<file path="src/rtl/usb_rx_deframer.sv">
module usb_rx_deframer #(
  parameter int MAX_XFER = 2048,
  parameter int CNT_W    = 16
) (
  input  logic             clk,
  input  logic             rst_n,
  input  logic             xfer_go,
  input  logic [CNT_W-1:0] xfer_bytes,
  input  logic             in_valid,
  input  logic [7:0]       in_data,
  input  logic             in_last,
  output logic             out_valid,
  output logic [7:0]       out_data,
  output logic             out_sof,
  output logic             out_eof,
  output logic             busy,
  output logic             xfer_done,
  output logic             err_status,
  output logic             err_short,
  output logic             err_oversize,
  output logic             err_count
);
  localparam int LEN_W   = 14;
  localparam int LEN_LSB = 16;
  localparam int ERR_BIT = 15;
  localparam int CRC_B   = 4;

  typedef enum logic [2:0] {S_IDLE, S_HDR, S_BODY, S_PAD, S_DRAIN} st_t;
  st_t st;

  logic [CNT_W-1:0] rem;
  logic [1:0]       off, hcnt;
  logic [23:0]      hdr;
  logic [LEN_W-1:0] blen, bcnt;

  wire [31:0]      word      = {in_data, hdr};
  wire [LEN_W-1:0] flen      = word[LEN_LSB +: LEN_W];
  wire [CNT_W-1:0] rem_n     = rem - CNT_W'(1);
  wire             aligned_n = (off + 2'd1) == 2'd0;
  wire             pay       = ({1'b0, bcnt} + (LEN_W+1)'(CRC_B)) < {1'b0, blen};
  wire             last_pay  = ({1'b0, bcnt} + (LEN_W+1)'(CRC_B + 1)) == {1'b0, blen};
  wire             body_end  = (bcnt + LEN_W'(1)) == blen;
  wire             too_big   = 32'(xfer_bytes) > 32'(MAX_XFER);
  wire             flen_big  = 32'(flen) > 32'(rem_n);

  assign busy = (st != S_IDLE);

  always_ff @(posedge clk) begin
    if (!rst_n) begin
      st           <= S_IDLE;
      rem          <= '0;
      off          <= '0;
      hcnt         <= '0;
      hdr          <= '0;
      blen         <= '0;
      bcnt         <= '0;
      out_valid    <= 1'b0;
      out_data     <= '0;
      out_sof      <= 1'b0;
      out_eof      <= 1'b0;
      xfer_done    <= 1'b0;
      err_status   <= 1'b0;
      err_short    <= 1'b0;
      err_oversize <= 1'b0;
      err_count    <= 1'b0;
    end else begin
      out_valid <= 1'b0;
      out_sof   <= 1'b0;
      out_eof   <= 1'b0;
      xfer_done <= 1'b0;
      case (st)
        S_IDLE: if (xfer_go) begin
          err_status   <= 1'b0;
          err_short    <= 1'b0;
          err_oversize <= 1'b0;
          err_count    <= 1'b0;
          rem          <= xfer_bytes;
          off          <= '0;
          hcnt         <= '0;
          if (too_big) begin
            err_count <= 1'b1;
            st        <= S_DRAIN;
          end else if (xfer_bytes == '0) begin
            xfer_done <= 1'b1;
          end else begin
            st <= S_HDR;
          end
        end
        S_HDR: if (in_valid) begin
          rem  <= rem_n;
          off  <= off + 2'd1;
          hcnt <= hcnt + 2'd1;
          hdr  <= {in_data, hdr[23:8]};
          if (hcnt == 2'd0 && rem < CNT_W'(4)) begin
            err_short <= 1'b1;
            st        <= S_DRAIN;
          end else if (hcnt == 2'd3) begin
            if (word[ERR_BIT]) begin
              err_status <= 1'b1;
              st         <= S_DRAIN;
            end else if (flen_big) begin
              err_oversize <= 1'b1;
              st           <= S_DRAIN;
            end else if (rem_n == '0) begin
              xfer_done <= 1'b1;
              st        <= S_IDLE;
            end else if (flen != '0) begin
              blen <= flen;
              bcnt <= '0;
              st   <= S_BODY;
            end
          end
          if (in_last) st <= S_IDLE;
        end
        S_BODY: if (in_valid) begin
          rem  <= rem_n;
          off  <= off + 2'd1;
          bcnt <= bcnt + LEN_W'(1);
          if (pay) begin
            out_valid <= 1'b1;
            out_data  <= in_data;
            out_sof   <= (bcnt == '0);
            out_eof   <= last_pay;
          end
          if (body_end) begin
            if (rem_n == '0) begin
              xfer_done <= 1'b1;
              st        <= S_IDLE;
            end else if (aligned_n) begin
              hcnt <= '0;
              st   <= S_HDR;
            end else begin
              st <= S_PAD;
            end
          end
          if (in_last) st <= S_IDLE;
        end
        S_PAD: if (in_valid) begin
          rem <= rem_n;
          off <= off + 2'd1;
          if (rem_n == '0) begin
            xfer_done <= 1'b1;
            st        <= S_IDLE;
          end else if (aligned_n) begin
            hcnt <= '0;
            st   <= S_HDR;
          end
          if (in_last) st <= S_IDLE;
        end
        S_DRAIN: if (in_valid && in_last) st <= S_IDLE;
        default: st <= S_IDLE;
      endcase
    end
  end
endmodule

</file>
<file path="config.mk">
export PLATFORM = sky130hd
export DESIGN_NAME = usb_rx_deframer
export DESIGN_NICKNAME = d
export VERILOG_FILES = /design/src/rtl/usb_rx_deframer.sv
export SDC_FILE = /design/constraint.sdc
export NUM_CORES = 1
export LEC_CHECK = 0
export ABC_AREA = 1
export BUFFER_PORTS_ARGS = -buffer_cell sky130_fd_sc_hd__buf_2
export CORE_UTILIZATION = 30
export CTS_CLUSTER_DIAMETER = 150
export DETAILED_ROUTE_END_ITERATION = 12
export PLACE_DENSITY = 0.52
export SYNTH_ARGS = -nofsm -noshare
export SYNTH_HDL_FRONTEND = slang
export SYNTH_SLANG_ARGS = --single-unit
</file>
<file path="constraint.sdc">
create_clock -name clk -period 4.8 [get_ports clk]
set_input_delay 0.48 -clock clk [delete_from_list [all_inputs] [get_ports clk]]
set_output_delay 0.48 -clock clk [all_outputs]
set_load 0.05 [all_outputs]
</file>
==> flow_metrics.py <==
metrics = {
    "flow_run": {
        "maxCapViolations": 0,
    },
    "cells_and_area": {
        "fin_nets": 966,
        "diodes": 0,
        "final_core_util": 0.349,
        "syn_to_final_growth_pct": 12.2,
        "drive_above_1_share": 0.138,
        "num-fill-cells": 2034,
    },
    "synthesis": {
        "syn_nets": 935,
        "yosys.area.top_type_share": 0.268,
        "ys_dominant_reg_cell": "dfxtp_1",
        "netlist_top_cells_area": "dfxtp_1 27%, nand2_1 14%, ha_1 8.4%",
        "post_synth_num_cell_types": 43,
        "yosysTopAreaCell": "dfxtp_1",
        "avgSynthCellArea_sq_um": 6.54,
        "ys_seq_area_frac": 0.268,
        "yosys.cell_count.top_type": "nand2_1",
        "synth-seq-cells": 76,
        "synth_edf_count": 0,
        "ys_top_cells_by_count": "209 x nand2_1, 113 x inv_1, 96 x nor2_1",
        "synthCells": 868,
        "yosys_warnings": 0,
        "synthesis.area_sq_um": 5680,
        "async_reset_ff_frac": 0,
    },
    "outcome": {
        "outcome": "complete, no violations",
    },
    "clocking": {
        "clkTransAtPathRegs_ps": 60,
        "cts_tree": "yes",
        "post_cts_buffers": 0,
        "hold_buffers": 0,
        "cts_resized": 0,
        "root_buffer": "clkbuf_16",
        "numClockSinks": 76,
        "clock_latency_ps": 340,
        "h-tree-depth": 3,
        "cts_made_buffers": 9,
        "clockBufferDepth": 2,
    },
    "floorplanning": {
        "start_util": 0.311,
        "core_area_sq_um": 18300,
        "die_w_um": 140,
        "die_y_um": 140,
        "io_pins": 46,
        "die_area_sq_um": 19500,
        "rows": 49,
    },
    "place": {
        "dp_hpwl_mm": 12.6,
        "place_ws_ps": 1260,
        "gp_congestion": 0.864,
        "port_buffers": 45,
    },
    "global_routing": {
        "grt_pass1_wl_mm": 26.3,
        "grt_max_degree": 56,
        "antenna_found_initial": 0,
        "grt_pass1_vias": 5115,
        "grt_usage": 0.171,
        "grt_overflow": 0,
    },
    "power_and_ir_drop": {
        "powerDensity_nw_per_um2": 496,
        "ir_worst_vdd_mv": 0.344,
        "leakage_nw": 2.91,
        "power_w": 0.00316,
    },
    "sta": {
        "min_period_ps": 3510,
        "clock_skew_ps": 7.78,
        "final-hold-violation-count": 0,
        "tightestPinTransition_ps": 988,
        "slew_headroom": 0.341,
        "drv_slew": 0,
        "final.setup.worst_slack_ps": 1290,
        "max_freq_mhz": 285,
        "post-route-period-util": 0.731,
        "rsz0062_at_grt": "false",
        "setup_tns_ps": 0,
        "finalSetupViolCount": 0,
    },
    "route": {
        "totalWireLength_mm": 15.9,
        "postRouteAntennaNets": 0,
        "wl_per_cell_um": 14.1,
        "drc": 0,
        "drt_first_pass_iters": 5,
        "drtIter0Drc": 316,
        "via_count": 5443,
        "via_per_inst": 4.80,
    },
    "min_path": {
        "hp-class": "in -> reg",
        "worstHoldStart": "in_data[7]",
    },
    "critical_path": {
        "cp_max_fo": 29,
        "reg2reg_from": "rem[0]$_SDFFE_PN0P_",
        "r2r_slack_ps": 1290,
        "worstSetupStartpointType": "register",
        "critPathRequiredTime_ps": 4980,
        "arrival_ps": 3690,
        "critPathLaunch": "rem[0]$_SDFFE_PN0P_",
        "path_class": "reg -> reg",
        "endpoint_kind": "register",
    },
}
logic make-up after synthesis:
group,Yosys count,share of synthesized area
buffers and inverters,145,0.107
adder cells (fa/ha/maj),38,0.0837
AO/OA/AOI/OAI,149,0.152
AND/OR/NAND/NOR,426,0.334
flip-flops,76,0.268
XOR/XNOR,34,0.0549
metal layers:
metal,vias to the layer above,track usage,wire [um]
li1,2860,-,-
met1,2445,0.226,7750
met2,115,0.272,7120
met3,23,0.0372,639
met4,0,0.0659,428
met5,-,0,0
final cells by class:
type	count	area [sq um]	share of cell area
Clock inverter	3	68.8	0.0108
Clock buffer	13	260	0.0408
Sequential cell	76	1520	0.239
Multi-Input combinational cell	647	3550	0.557
Timing Repair Buffer	47	240	0.0377
Tap cell	229	287	0.0450
Inverter	118	448	0.0703
per-stage QoR:
step	cell area (sq um)	instances	hold slack (ps)
global route	6370	1133	398
global placement	6040	1117	445
finish	6370	1133	394
floorplan	5680	868	428
CTS	6370	1133	383
detailed placement	6040	1117	445
final timing paths:
path,endpoint,cells past startpoint
worst min register to register,err_oversize$_SDFFE_PN0P_,2
worst max-delay path,bcnt[13]$_SDFFE_PN0P_,23
worst max register to register,bcnt[13]$_SDFFE_PN0P_,23
worst min-delay path,hdr[23]$_SDFFE_PN0P_,3
worst max-delay path: stages (launching register included):
cell and delay, ps:
dfxtp_1 330, inv_1 200, ha_1 250, nand2_2 120, nor2_2 160, nand2_1 60, nand2_1 60, nand2_1 80
ha_1 270, nand2_1 80, nor2_1 60, and2_2 180, nand2_1 60, nand3_1 70, nand2_1 60, nand2_1 80
nand3_4 100, inv_4 40, nor2_4 90, nand3_2 460, nand2_2 270, inv_4 120, nand2_1 80, a21oi_1 60
cell usage in the layout (no fill, tap or decap), types with 14 or more instances in the layout:
cell type,count
ha_1,38
buf_2,45
inv_1,113
nand2_1,209
a31oi_1,14
nand3_1,45
xor2_1,28
nor2_1,96
o21ai_0,55
dfxtp_1,76
nand2_2,17
a21oi_1,43
power breakdown:
group	internal [W]	leakage (nW)	switching (W)
logic	0.000494	2.13	0.00104
registers	0.000746	0.618	0.000120
clock network	0.000485	0.160	0.000276
flip-flops by register name, summed over array words and instances (netlist names):
| signal | cells |
|---|---|
| off | 2 |
| bcnt | 14 |
| err_oversize | 1 |
| out_valid | 1 |
| err_short | 1 |
| xfer_done | 1 |
| out_eof | 1 |
| blen | 14 |
| rem | 16 |
| out_data | 8 |
| out_sof | 1 |
| err_count | 1 |
| hcnt | 2 |
| hdr | 9 |
| st | 3 |
| err_status | 1 |
No activity file was read; power rests on OpenSTA's default activity.
